===== src/rtl/phase_meter_pkg.sv =====
package phase_meter_pkg;
  localparam int unsigned CYCLE_COUNT = 1000;
  localparam int unsigned RES_W       = 12;
  localparam int unsigned BYTE_W      = 8;
  localparam int unsigned IRQ_LEVEL   = 5;
  localparam int unsigned LVL_W       = 3;

  typedef enum logic {
    SEL_LO = 1'b0,
    SEL_HI = 1'b1
  } byte_sel_e;
endpackage


===== src/rtl/phase_edge_det.sv =====
module phase_edge_det #(
  parameter int unsigned N = 2
) (
  input  logic         clk_i,
  input  logic         rst_ni,
  input  logic [N-1:0] in_i,
  output logic [N-1:0] rise_o
);
  logic [N-1:0] prev_q;

  for (genvar g = 0; g < N; g++) begin : g_ch
    always_ff @(posedge clk_i or negedge rst_ni) begin
      if (!rst_ni) prev_q[g] <= 1'b0;
      else         prev_q[g] <= in_i[g];
    end
    assign rise_o[g] = in_i[g] & ~prev_q[g];
  end
endmodule


===== src/rtl/phase_counter.sv =====
module phase_counter #(
  parameter int unsigned CYCLE_COUNT = 1000,
  parameter int unsigned RES_W       = 12
) (
  input  logic             clk_i,
  input  logic             rst_ni,
  input  logic             ref_rise_i,
  input  logic             sig_rise_i,
  output logic             cap_valid_o,
  output logic             cap_stale_o,
  output logic [RES_W-1:0] cap_value_o
);
  localparam int unsigned CNT_W = $clog2(CYCLE_COUNT);
  localparam logic [CNT_W-1:0] LAST = CNT_W'(CYCLE_COUNT - 1);
  localparam logic [CNT_W-1:0] ONE  = CNT_W'(1);

  logic [CNT_W-1:0] cnt_q;
  logic             run_q;
  logic             at_last;

  assign at_last     = (cnt_q == LAST);
  assign cap_valid_o = run_q & (sig_rise_i | at_last);
  assign cap_stale_o = run_q & ~sig_rise_i & at_last;
  assign cap_value_o = RES_W'(cnt_q);

  // a reference edge beats an end of count in the same cycle
  always_ff @(posedge clk_i or negedge rst_ni) begin
    if (!rst_ni) begin
      cnt_q <= '0;
      run_q <= 1'b0;
    end else if (ref_rise_i) begin
      cnt_q <= ONE;
      run_q <= 1'b1;
    end else if (cap_valid_o) begin
      cnt_q <= '0;
      run_q <= 1'b0;
    end else if (run_q) begin
      cnt_q <= cnt_q + ONE;
    end
  end
endmodule


===== src/rtl/phase_readout.sv =====
module phase_readout #(
  parameter int unsigned RES_W  = 12,
  parameter int unsigned BYTE_W = 8
) (
  input  logic              clk_i,
  input  logic              rst_ni,
  input  logic              cap_valid_i,
  input  logic              cap_stale_i,
  input  logic [RES_W-1:0]  cap_value_i,
  input  logic              rd_i,
  input  logic              rd_hi_i,
  output logic [BYTE_W-1:0] rd_data_o,
  output logic              low_rd_o
);
  import phase_meter_pkg::*;

  localparam int unsigned HI_W  = RES_W - BYTE_W;
  localparam int unsigned PAD_W = BYTE_W - HI_W - 1;

  logic [RES_W-1:0] result_q;
  logic             stale_q;
  logic [HI_W-1:0]  hold_q;
  logic             hold_stale_q;
  byte_sel_e        sel;

  assign sel      = byte_sel_e'(rd_hi_i);
  assign low_rd_o = rd_i & (sel == SEL_LO);

  always_ff @(posedge clk_i or negedge rst_ni) begin
    if (!rst_ni) begin
      result_q <= '0;
      stale_q  <= 1'b0;
    end else if (cap_valid_i) begin
      result_q <= cap_value_i;
      stale_q  <= cap_stale_i;
    end
  end

  // snapshot takes pre-capture contents, so a pair stays coherent
  always_ff @(posedge clk_i or negedge rst_ni) begin
    if (!rst_ni) begin
      hold_q       <= '0;
      hold_stale_q <= 1'b0;
    end else if (low_rd_o) begin
      hold_q       <= result_q[RES_W-1:BYTE_W];
      hold_stale_q <= stale_q;
    end
  end

  always_comb begin
    if (!rd_i)                rd_data_o = '0;
    else if (sel == SEL_HI)   rd_data_o = {hold_stale_q, {PAD_W{1'b0}}, hold_q};
    else                      rd_data_o = result_q[BYTE_W-1:0];
  end
endmodule


===== src/rtl/phase_irq.sv =====
module phase_irq #(
  parameter int unsigned LEVEL = 5,
  parameter int unsigned LVL_W = 3
) (
  input  logic             clk_i,
  input  logic             rst_ni,
  input  logic             set_i,
  input  logic             ack_i,
  input  logic             clr_i,
  output logic             irq_o,
  output logic [LVL_W-1:0] level_o
);
  logic pend_q;

  always_ff @(posedge clk_i or negedge rst_ni) begin
    if (!rst_ni)              pend_q <= 1'b0;
    else if (set_i)           pend_q <= 1'b1;
    else if (ack_i || clr_i)  pend_q <= 1'b0;
  end

  assign irq_o   = pend_q;
  assign level_o = pend_q ? LVL_W'(LEVEL) : '0;
endmodule


===== src/rtl/phase_meter.sv =====
module phase_meter #(
  parameter int unsigned CYCLE_COUNT = phase_meter_pkg::CYCLE_COUNT,
  parameter int unsigned RES_W       = phase_meter_pkg::RES_W,
  parameter int unsigned BYTE_W      = phase_meter_pkg::BYTE_W,
  parameter int unsigned IRQ_LEVEL   = phase_meter_pkg::IRQ_LEVEL,
  parameter int unsigned LVL_W       = phase_meter_pkg::LVL_W
) (
  input  logic              clk_i,
  input  logic              rst_ni,
  input  logic              ref_i,
  input  logic              sig_i,
  input  logic              rd_i,
  input  logic              rd_hi_i,
  output logic [BYTE_W-1:0] rd_data_o,
  input  logic              irq_ack_i,
  output logic              irq_o,
  output logic [LVL_W-1:0]  irq_level_o
);
  logic [1:0]       rise;
  logic             cap_valid;
  logic             cap_stale;
  logic [RES_W-1:0] cap_value;
  logic             low_rd;

  phase_edge_det #(.N(2)) u_edge (
    .clk_i  (clk_i),
    .rst_ni (rst_ni),
    .in_i   ({sig_i, ref_i}),
    .rise_o (rise)
  );

  phase_counter #(.CYCLE_COUNT(CYCLE_COUNT), .RES_W(RES_W)) u_cnt (
    .clk_i       (clk_i),
    .rst_ni      (rst_ni),
    .ref_rise_i  (rise[0]),
    .sig_rise_i  (rise[1]),
    .cap_valid_o (cap_valid),
    .cap_stale_o (cap_stale),
    .cap_value_o (cap_value)
  );

  phase_readout #(.RES_W(RES_W), .BYTE_W(BYTE_W)) u_rd (
    .clk_i       (clk_i),
    .rst_ni      (rst_ni),
    .cap_valid_i (cap_valid),
    .cap_stale_i (cap_stale),
    .cap_value_i (cap_value),
    .rd_i        (rd_i),
    .rd_hi_i     (rd_hi_i),
    .rd_data_o   (rd_data_o),
    .low_rd_o    (low_rd)
  );

  phase_irq #(.LEVEL(IRQ_LEVEL), .LVL_W(LVL_W)) u_irq (
    .clk_i   (clk_i),
    .rst_ni  (rst_ni),
    .set_i   (cap_valid),
    .ack_i   (irq_ack_i),
    .clr_i   (low_rd),
    .irq_o   (irq_o),
    .level_o (irq_level_o)
  );
endmodule


===== config.mk =====
export PLATFORM = sky130hd
export DESIGN_NAME = phase_meter
export DESIGN_NICKNAME = d
export VERILOG_FILES = /design/src/rtl/phase_meter_pkg.sv /design/src/rtl/phase_edge_det.sv /design/src/rtl/phase_counter.sv /design/src/rtl/phase_readout.sv /design/src/rtl/phase_irq.sv /design/src/rtl/phase_meter.sv
export SDC_FILE = /design/constraint.sdc
export NUM_CORES = 1
export LEC_CHECK = 0
export BUFFER_PORTS_ARGS = -buffer_cell sky130_fd_sc_hd__buf_4
export CORE_ASPECT_RATIO = 1.2
export CORE_MARGIN = 2
export CORE_UTILIZATION = 55
export CTS_CLUSTER_DIAMETER = 100
export DETAILED_ROUTE_END_ITERATION = 10
export PLACE_DENSITY = 0.76
export SETUP_SLACK_MARGIN = 0.5
export SLEW_MARGIN = 10
export SYNTH_ARGS = -nofsm -noshare
export SYNTH_HDL_FRONTEND = slang
export SYNTH_SLANG_ARGS = --single-unit
export TNS_END_PERCENT = 5

===== constraint.sdc =====
create_clock -name clk_i -period 3.3 [get_ports clk_i]
set_input_delay 0.66 -clock clk_i [delete_from_list [all_inputs] [get_ports clk_i]]
set_output_delay 0.66 -clock clk_i [all_outputs]
set_load 0.005 [all_outputs]

Word level (Yosys, flattened, before mapping):

Index checks and enable logic that the tools add are counted.

* bits in read-only memories: 0
* RAM bits: 0
* bits in registers: 28
* input port bits: 7
* bits in latches: 0
* logic and storage cells: 36
* memories kept: 0
* output and inout bits: 12

* reductions and logical operators: 4
* shift-type cells: 0
* multipliers: 0
* magnitude comparators: 0
* add/subtract/negate cells: 1
* multiplexer cells: 10
* equality and inequality tests: 1
* bitwise gates (word level): 11
* div/mod/pow operators: 0

Operators with widths (number)
* 10-bit 2-to-1 mux: 3
* 8-bit 2-to-1 mux: 2
* 10-bit by 1-bit adder with 10-bit output (second input constant): 1
* 10-bit equality test (second input constant): 1
* 1-bit bitwise AND: 6
* 1-bit 2-to-1 mux: 4
* 1-bit NOT: 4
* 2-bit nonzero test: 2
* 3-bit 2-to-1 mux: 1
* 3-bit nonzero test: 1
* 1-bit logical OR: 1
* 1-bit bitwise OR: 1

Logic depth before layout (Yosys ltp):

Gate-level depths: netlist of run 1.

* depth after elaboration: 6
* depth in mapped cells: 7
* depth with buffers taken out: 5

By module:

From an unflattened synthesis of run 1, not the netlist that was laid out.

* cells, all modules: 136
* area, all modules: 1629.1 µm²

Modules (own cells, without submodules)
* phase_readout: area an instance 823.3 µm², sequential area each 450.4 µm², instances 1, cells each 53
* phase_counter: area an instance 665.6 µm², sequential area each 275.3 µm², instances 1, cells each 72
* phase_edge_det: area an instance 77.6 µm², sequential area each 50.0 µm², instances 1, cells each 4
* phase_irq: area an instance 62.6 µm², sequential area each 25.0 µm², instances 1, cells each 7

Worst setup path before layout of run 1:

OpenSTA, ideal clock, no wires.

* kind: input port to output port
* start: input port rd_i
* end: output port rd_data_o[2]
* required time: 2.640 ns
* arrival time: 1.154 ns
* slack: 1.486 ns
* buffers on the path: 1
* cell stages on the path: 3
* path through: nor2b_1 > clkbuf_1 > and2_1

* longest elaborated chain between the ends: 1

Ends and longest elaborated chain
* start, declared: RTL line phase_meter.sv:12 `input logic rd_i,`
* 8-bit 2-to-1 mux: RTL line phase_readout.sv:51 `if (!rd_i) rd_data_o = '0;`
* end, declared: RTL line phase_meter.sv:14 `output logic [BYTE_W-1:0] rd_data_o,`

No other way between the ends.

Worst setup path in the final report of run 1:

* start: input port rd_hi_i
* end: output port rd_data_o[5]

* longest elaborated chain between the ends: 2

Ends and longest elaborated chain
* start, declared: RTL line phase_meter.sv:13 `input logic rd_hi_i,`
* 8-bit 2-to-1 mux: RTL line phase_readout.sv:52 `else if (sel == SEL_HI) rd_data_o = {hold_stale_q, {PAD_W{1'b0}}, hold_q};`
* 8-bit 2-to-1 mux: RTL line phase_readout.sv:51

No other way between the ends.

==> results of run 1 <==
==> final cells by class <==
| type | count | area [um2] | area share (%) |
|---|---|---|---|
| Sequential cell | 28 | 701 | 45.3 |
| Clock buffer | 4 | 36.3 | 2.34 |
| Multi-Input combinational cell | 82 | 631 | 40.7 |
| Inverter | 1 | 3.75 | 0.243 |
| Timing Repair Buffer | 18 | 135 | 8.73 |
| Tap cell | 33 | 41.3 | 2.67 |
==> synthesized netlist by cell type, drive strengths merged (2+ instances only) <==
| master | number | area share [%] |
|---|---|---|
| nor2 | 7 | 1.9 |
| and2 | 5 | 2.2 |
| nand3 | 2 | 0.72 |
| and3 | 4 | 1.8 |
| a32o | 2 | 1.4 |
| nor2b | 7 | 3.1 |
| buf | 6 | 4.0 |
| a21oi | 3 | 1.1 |
| nor3 | 6 | 3.0 |
| o31ai | 6 | 3.2 |
| a22o | 8 | 5.0 |
| dfrtp | 28 | 50 |
| clkbuf | 2 | 0.54 |
| xor2 | 2 | 1.3 |
| nand2 | 5 | 1.9 |
| mux2i | 3 | 2.1 |
| o21ai | 2 | 0.72 |
| mux2 | 11 | 11 |
==> worst max-delay path: stages <==
cell	delay, ps
buf_4	130
nor2b_1	470
and2_1	210
buf_4	100
==> sequential cells by signal, indices dropped and copies added, names as in the netlist <==
signal,count
u_cnt.run_q,1
u_irq.irq_o,1
u_rd.stale_q,1
u_cnt.cnt_q,10
u_rd.result_q,10
u_rd.hold_stale_q,1
u_rd.hold_q,2
u_edge.prev_q,2
==> where the power goes <==
group          leakage (nW)  total (mW)  switching (mW)  internal (mW)
Clock                0.0210       0.165          0.0979         0.0676
Combinational         0.379       0.105          0.0488         0.0567
Sequential            0.375       0.397          0.0284          0.369
==> stage by stage <==
step	power [mW]	cell area [um2]	setup slack [ps]	instances	hold WS, ps
6_report	0.668	1550	1060	166	214
5_1_grt	0.700	1550	994	166	226
4_1_cts	0.671	1550	1040	166	223
3_5_place_dp	0.510	1510	1050	162	477
3_3_place_gp	0.505	1510	1080	162	471
2_1_floorplan	0.477	1400	1490	119	364
==> cells by family after synthesis <==
| kind of cell | share of synthesized area (%) |
|---|---|
| AND/OR/NAND/NOR | 16.5 |
| flip-flops | 50.1 |
| AO/OA/AOI/OAI | 13.2 |
| multiplexers | 12.9 |
| buffers and inverters | 4.83 |
| XOR/XNOR | 1.25 |
| adder cells (fa/ha/maj) | 0.894 |
| other | 0.268 |
==> worst paths after layout <==
kind | endpoint | depth (start not counted)
worst min register to register | u_rd.result_q[4] | 1
worst max-delay path | rd_data_o[5] | 4
min in group clk_i | u_edge.prev_q[0] | 1
worst min-delay path | u_cnt.cnt_q[4] | 1
worst max register to register | u_rd.result_q[6] | 5
max in group asynchronous | u_cnt.cnt_q[1] | 1
==> routing by layer <==
metal / up-vias / global-route usage, % / part of all wire [%]
met5: - / 0 / 0
li1: 461 / - / -
met4: 0 / 11.1 / 2.8
met1: 462 / 22.9 / 43
met2: 22 / 31.6 / 51
met3: 7 / 2.27 / 2.5
==> key figures, run 1 <==
Detailed routing
  – Avg WL per Cell: 14.2 um
  – DRC errors left: 0
  – DR iter-0 viols: 23
  – Detailed Route WL: 2.35 mm
  – Via Count: 952
  – Remaining antenna violation count after routing: 0
  – Vias per cell: 5.73
  – DR pass1 iterations: 5

Clock network
  – Post-CTS Hold Buffers: 0
  – Post-CTS setup buffer count: 0
  – Post_cts resized: 0
  – Sink Count: 28
  – CTS tree: done
  – Longest Clk Path Bufs: 2
  – H-tree level count: 1
  – TritonCTS Buffers: 3
  – Clock latency at the later pin of the worst-skew pair: 330 ps
  – Root buf cell: clkbuf_4
  – Clock transition at path regs: 140 ps

Power and ir drop
  – Worst vdd ir: 0.000355 V
  – PwrDens: 432 nW/um2
  – Leak: 0.776 nW

Final layout
  – Final core occ: 62.5%
  – Nets: 142
  – Most common cell after layout, fill and taps aside: dfrtp_1
  – Proportion of layout cells with a drive suffix above 1: 27.1%
  – Commonest cells after routing, fill and taps aside: dfrtp_1, buf_4, a22o_1
  – Area growth syn-to-layout: 10.6%
  – Ant. Diodes: 0
  – Fillers: 200

Global routing
  – Vias in the first global route: 951
  – Global-route wire length before repair: 4.19 mm
  – Initial antenna violation count: 0
  – GRT Total Usage: 18.7%
  – Pin count of the biggest net entering global routing: 29
  – Total gr overflow: 0

Yosys
  – Synth Flop Type: dfrtp_1
  – Ys async rst share: 100%
  – Synth Net Count: 127
  – Mean Syn Cell Area: 11.8 um2
  – Flops & latches, synth: 28
  – Yosys warnings: 0
  – Mapped cell area: 1400 um2
  – Netlist cell types: 32
  – Post-synthesis cell count: 119
  – Sequential-to-total area share from yosys stat: 50.1%
  – Post-synth EDFFs: 0

Setup path
  – Setup Crit Path Kind: in -> out
  – Critical-path maximum fanout: 9
  – Required @ worst endpoint: 2640 ps
  – Reg2reg setup slack: 1280 ps
  – Worst setup SP type: input port
  – Crit path capture type: primary output
  – Worst Setup SP: rd_hi_i
  – Worst EP arrival: 1580 ps
  – Worst reg2reg startpoint: u_cnt.cnt_q[0]

Die
  – FP Rows: 20
  – I/O pin total: 19
  – Initial Util: 56.5%
  – Width of the die: 50.0 um
  – DIE HEIGHT: 59.2 um
  – Die area: 2960 um2
  – Core area: 2480 um2

Status
  – Outcome: finished, final reports clean

Placed design
  – Routability congestion estimate: 0.822
  – Port bufs: 17
  – DP HPWL: 1.71 mm

STA
  – Count of final hold-check violations: 0
  – TNS Setup: 0 ps
  – Pins over their slew limit: 0
  – Final setup fails: 0
  – RSZ-0062 raised after global routing: no
  – Highest Clock Rate: 0.447 GHz
  – Fin crit period: 2240 ps
  – Slew margin rel.: 60.8%
  – Tcrit/Tclk final: 67.9%
  – Worst slew pin tran: 588 ps
  – Clk_skew: 1.91 ps

Hold path
  – Worst hold-check path type: in -> async

Run
  – Max Cap Viol: 0
No activity file was read; power rests on OpenSTA's default activity.
==> run 2, diff against run 1 <==
--- a/config.mk
+++ b/config.mk
@@ -5,13 +5,14 @@
 export SDC_FILE = /design/constraint.sdc
 export NUM_CORES = 1
 export LEC_CHECK = 0
+export ABC_AREA = 1
 export BUFFER_PORTS_ARGS = -buffer_cell sky130_fd_sc_hd__buf_4
 export CORE_ASPECT_RATIO = 1.2
 export CORE_MARGIN = 2
-export CORE_UTILIZATION = 55
+export CORE_UTILIZATION = 50
 export CTS_CLUSTER_DIAMETER = 100
 export DETAILED_ROUTE_END_ITERATION = 10
-export PLACE_DENSITY = 0.76
+export PLACE_DENSITY = 0.72
 export SETUP_SLACK_MARGIN = 0.5
 export SLEW_MARGIN = 10
 export SYNTH_ARGS = -nofsm -noshare
==> constraint.sdc (replaced) <==
create_clock -name clk_i -period 2 [get_ports clk_i]
set_input_delay 0.4 -clock clk_i [delete_from_list [all_inputs] [get_ports clk_i]]
set_output_delay 0.4 -clock clk_i [all_outputs]
set_load 0.005 [all_outputs]
==> run 2 against run 1 <==
Die area is 12% higher; area after synthesis is 2.4% higher; largest power group unchanged; sequential power increased by 61%.
==> key figures, run 2 <==
Yosys
  – Mean Syn Cell Area: 7.54 um2
  – Synth top area cells: dfrtp_1, nand2_1, nand3_1
  – Netlist cell types: 24
  – Flops & latches, synth: 28
  – Synth area leader: dfrtp_1
  – Top cells by count, synth: nand2_1, dfrtp_1, nor2_1, nand3_1, inv_1
  – Sequential-to-total area share from yosys stat: 48.9%
  – Post-Synth XOR/XNOR Area: 1.22%
  – Main combinational cell family by area after synthesis: simple AND/OR/NAND/NOR gates
  – Adder-Cell Fraction of Synth Area: 0.873%
  – Synth Area in Compound Gates: 4.89%
  – Mapped cell area: 1430 um2
  – Post-synthesis cell count: 190
  – Yosys warnings: 0
  – Synth Flop Type: dfrtp_1
  – Ys async rst share: 100%
  – Most numerous cell in the Yosys netlist: nand2_1
  – Yosys top cell area share: 48.9%
  – Share of synthesized cell area in and, or, nand and nor gates: 35.5%
  – Synth Net Count: 198
  – Post-synth EDFFs: 0
  – Mux cell area share after synthesis: 0%

Placed design
  – DP Area: 1540 um2
  – Routability congestion estimate: 0.931
  – DP HPWL: 2.08 mm
  – Cell total after placement: 232
  – Port bufs: 17

Status
  – Outcome: finished, final reports clean

Clock network
  – Root buf cell: clkbuf_4
  – Longest Clk Path Bufs: 2
  – CTS tree: done
  – TritonCTS Buffers: 3
  – Clock latency at the later pin of the worst-skew pair: 330 ps
  – Clock transition at path regs: 140 ps
  – H-tree level count: 1
  – Sink Count: 28

Global routing
  – Global-route wire length before repair: 5.11 mm
  – Vias in the first global route: 1240
  – Pin count of the biggest net entering global routing: 29
  – Total gr overflow: 0
  – GRT Total Usage: 20.0%
  – Initial antenna violation count: 0

Setup path
  – Critical-path maximum fanout: 2
  – Worst setup SP type: flip-flop
  – Worst EP arrival: 1070 ps
  – Setup Crit Path Kind: reg -> out
  – Reg-to-reg critical path endpoint: u_rd.result_q[4]
  – Crit path capture type: primary output
  – Reg2reg setup slack: 590 ps
  – Worst Setup SP: u_rd.result_q[7]
  – Worst r2r path cells: 8
  – Worst reg2reg startpoint: u_cnt.cnt_q[0]
  – Required @ worst endpoint: 1600 ps

Hold path
  – Worst hold-check path type: in -> reg
  – Min-delay src: sig_i
  – Worst hold stages: 1
  – Hold EP: u_edge.prev_q[1]

STA
  – TNS Setup: 0 ps
  – Final setup fails: 0
  – Pins over their slew limit: 0
  – Highest Clock Rate: 0.678 GHz
  – RSZ-0062 raised after global routing: yes
  – Count of final hold-check violations: 0
  – Clk_skew: 5.84 ps
  – Fin crit period: 1470 ps
  – Tcrit/Tclk final: 73.7%
  – Hold Slack: 179 ps

Power and ir drop
  – Clock power share: 25.1%
  – Worst vdd ir: 0.000468 V
  – NetSw: 0.291 mW
  – Sw frac: 27.1%
  – Internal: 0.786 mW
  – Power after layout: 1.08 mW
  – Logic pwr share: 15.7%
  – Leak: 0.864 nW
  – PwrDens: 656 nW/um2
  – Flop pwr share: 59.2%

Detailed routing
  – Vias per cell: 5.10
  – Avg WL per Cell: 11.6 um
  – Remaining antenna violation count after routing: 0
  – DR pass1 iterations: 4
  – DR iter-0 viols: 35
  – DRC errors left: 0
  – Via Count: 1228
  – Detailed Route WL: 2.80 mm

Final layout
  – Most common cell after layout, fill and taps aside: nand2_1
  – Nets: 216
  – Final Instance Area: 1640 um2
  – Largest registers: u_cnt.cnt_q x10, u_rd.result_q x10
  – Area growth syn-to-layout: 14.6%
  – Commonest cells after routing, fill and taps aside: nand2_1, dfrtp_1, buf_4
  – Ant. Diodes: 0
  – Proportion of layout cells with a drive suffix above 1: 17.9%
  – Final instance count without filler cells: 241

Die
  – DIE HEIGHT: 62.6 um
  – Initial Util: 51.9%
  – Width of the die: 52.9 um
  – I/O pin total: 19
  – Die area: 3310 um2
  – FP Rows: 21
  – Core area: 2760 um2

Run
  – Max Cap Viol: 0
## run 2: critical path, stage by stage, from the launching register on
cell	delay [ps]
dfrtp_1	410
o21ai_0	150
nor2_1	60
buf_4	130
## run 2: per-stage QoR
step | util, % | setup slack (ps)
floorplan | - | 704
global placement | 55.9 | 371
detailed placement | 55.9 | 316
CTS | 58.2 | 501
global route | 59.5 | 445
finish | 59.5 | 526
## run 2: cell families after synthesis
| logic type | Yosys count |
|---|---|
| adders and majority gates | 1 |
| DFF | 28 |
| AOI/OAI and AO/OA | 12 |
| and+or+nand+nor | 121 |
| buffers and inverters | 25 |
| other | 1 |
| xor gates and xnor gates | 2 |
## run 2: area by class of cell
type / instances / area [um2]
Clock buffer: 4 / 36.3
Fill cell: 247 / 1120
Inverter: 16 / 60.1
Multi-Input combinational cell: 137 / 632
Sequential cell: 28 / 703
Tap cell: 34 / 42.5
Timing Repair Buffer: 22 / 168
## run 2: power groups by stage
stage	registers [mW]	logic [mW]	clock network [mW]
finish	0.638	0.169	0.271
detailed placement	0.658	0.134	0
global placement	0.655	0.133	0
floorplan	0.636	0.103	0
global route	0.645	0.193	0.303
CTS	0.636	0.163	0.282
## run 2: worst max-delay path by stage
stage | end | slack, ps
global route | rd_data_o[7] | 440
global placement | u_rd.result_q[4] | 370
detailed placement | u_rd.result_q[6] | 320
finish | rd_data_o[7] | 530
CTS | u_rd.result_q[6] | 500
floorplan | u_rd.result_q[0] | 700
## run 2: timing repair
action	in CTS	in global routing
pin swaps	0	1
hold buffers	1	0
setup buffers	2	2
gates resized for setup	2	6
endpoints found under the setup margin	20	23
hold endpoints to repair	28	0
## run 2: routing by layer
metal  wire length (um)  part of all wire [%]  up-vias  track usage, %
met5                  0                     0        -               0
met3                 78                   2.8        7            2.39
li1                   -                     -      625               -
met4                 54                   1.9        0            8.65
met2               1470                    53       28            34.8
met1               1190                    43      568            23.8
==> run 3, diff against run 2 <==
==> constraint.sdc (replaced) <==
create_clock -name clk_i -period 1.2 [get_ports clk_i]
set_input_delay 0.24 -clock clk_i [delete_from_list [all_inputs] [get_ports clk_i]]
set_output_delay 0.24 -clock clk_i [all_outputs]
set_load 0.005 [all_outputs]
==> run 3 against run 2 <==
The flow now finishes with violations (negative setup slack); combinational power rose to 2.6 times the previous value; via count rose by 6.4%; final cell count increased by 10%; non-clock buffer count increased by 24; clock-buffer cell count is 1 lower; die area is the same; cell area increased by 16%; power grew 95%; sequential share of layout area fell by 6.2 points; utilization grew 9.8 points; global-route usage increased by 1.4 points; critical path type unchanged; largest cell class unchanged.
==> key figures, run 3 (synthesized netlist as in run 2, its figures left out) <==
Status
  – Outcome: finished with violations
  – Failing checks: negative setup slack

Final layout
  – Nets: 240
  – Most common cell after layout, fill and taps aside: nand2_1
  – Area of the multi-input gates: 691 um2
  – Final core occ: 69.3%
  – Final Instance Area: 1910 um2
  – Register area: 701 um2
  – Proportion of layout cells with a drive suffix above 1: 27.7%
  – Commonest cells after routing, fill and taps aside: nand2_1, buf_4, dfrtp_1
  – Area growth syn-to-layout: 33.4%
  – Fillers: 215
  – Final instance count without filler cells: 265
  – Ant. Diodes: 0
  – Largest registers: u_cnt.cnt_q x10, u_rd.result_q x10

STA
  – Count of final hold-check violations: 0
  – Hold Slack: 74.1 ps
  – Setup ws final: -78.2 ps
  – Highest Clock Rate: 0.782 GHz
  – Fin crit period: 1280 ps
  – Final setup fails: 29
  – Pins over their slew limit: 0
  – Clk_skew: 0.892 ps
  – RSZ-0062 raised after global routing: yes
  – Tcrit/Tclk final: 107%

Power and ir drop
  – Leak: 1.01 nW
  – PwrDens: 1100 nW/um2
  – Worst vdd ir: 0.000813 V

Global routing
  – Initial antenna violation count: 0
  – GRT Total Usage: 21.3%
  – Global-route wire length before repair: 5.38 mm
  – Pin count of the biggest net entering global routing: 29
  – Vias in the first global route: 1307
  – Total gr overflow: 0

Clock network
  – Root buf cell: clkbuf_4
  – Sink Count: 28
  – H-tree level count: 1
  – TritonCTS Buffers: 3
  – Clock latency at the later pin of the worst-skew pair: 330 ps
  – CTS tree: done
  – Longest Clk Path Bufs: 2
  – Clock transition at path regs: 150 ps

Setup path
  – Worst r2r path cells: 8
  – Worst EP arrival: 1040 ps
  – Crit path capture type: primary output
  – Crit path to: rd_data_o[7]
  – Worst setup SP type: flip-flop
  – Slowest cell on the critical path: dfrtp_1
  – CP max stage delay: 420 ps
  – Critical-path maximum fanout: 2
  – Required @ worst endpoint: 960 ps
  – Worst Setup SP: u_rd.result_q[7]
  – Reg2reg setup slack: -70 ps
  – Worst reg2reg startpoint: u_cnt.cnt_q[0]
  – CP cell instances: o21ai_1 -> nor2_1 -> buf_4
  – Reg-to-reg critical path endpoint: u_rd.result_q[3]
  – Setup Crit Path Kind: reg -> out

Detailed routing
  – Detailed Route WL: 3.08 mm
  – DR pass1 iterations: 4
  – DRC errors left: 0
  – Remaining antenna violation count after routing: 0
  – Vias per cell: 4.93
  – Avg WL per Cell: 11.6 um
  – DR iter-0 viols: 54
  – Via Count: 1307

Die
  – I/O pin total: 19
  – FP Rows: 21
  – DIE HEIGHT: 62.6 um
  – Die area: 3310 um2
  – Width of the die: 52.9 um
  – Core area: 2760 um2
  – Initial Util: 51.9%

Placed design
  – Cell total after placement: 254
  – DP HPWL: 2.33 mm
  – Setup Slack @ Placement: -210 ps
  – Routability congestion estimate: 0.881
  – DP Area: 1710 um2
  – Port bufs: 17

Hold path
  – Worst hold-check path type: in -> reg

Run
  – Max Cap Viol: 0
==> run 3: metal layers <==
| layer | up-vias | GRT usage (%) | wire length [um] |
|---|---|---|---|
| met1 | 603 | 24.1 | 1260 |
| met4 | 0 | 10.3 | 42 |
| li1 | 674 | - | - |
| met2 | 26 | 38.0 | 1670 |
| met3 | 4 | 2.63 | 117 |
| met5 | - | 0 | 0 |
==> run 3: worst max-delay path, delay by kind of cell, from the launching register on <==
family	cells	cell delay [ps]
buf+inv	1	130
flops	1	420
compound gates	1	120
simple gates	1	50
==> run 3: worst min-delay path by stage <==
stage                          from           endpoint  depth (start not counted)
after floorplan              rst_ni     u_cnt.cnt_q[0]                          0
after global placement       rst_ni  u_rd.hold_stale_q                          1
after detailed placement     rst_ni     u_rd.hold_q[1]                          1
after CTS                     ref_i   u_edge.prev_q[0]                          1
after global routing      irq_ack_i        u_irq.irq_o                          2
final                     irq_ack_i        u_irq.irq_o                          2
==> run 3: repair_timing <==
item | 4_1_cts | 5_1_grt
pin swaps | 6 | 7
endpoints found under the hold margin | 29 | 1
endpoints found under the setup margin | 34 | 37
buffers inserted | 4 | 0
hold buffers | 2 | 1
gates resized for setup | 18 | 9
==> run 3: stage by stage <==
stage               TNS (ps)  power (mW)
global placement       -2330        1.39
global route           -3280        2.20
detailed placement     -3220        1.40
finish                 -1200        2.10
floorplan              -1380        1.23
CTS                    -2130        2.08
==> run 3: layout make-up <==
type,instances,share of cell area (%)
sequential,28,36.7
multi-input combinational,137,36.1
timing repair buffer,46,19.1
inverter,16,3.14
tap,34,2.23
clock inverter,1,1.57
clock buffer,3,1.18
==> run 3: report_power, final <==
part	internal (mW)	switching, mW	leakage [nW]	total (mW)
clock	0.338	0.274	0.0279	0.612
sequential	1.00	0.0482	0.378	1.05
combinational	0.213	0.220	0.602	0.433
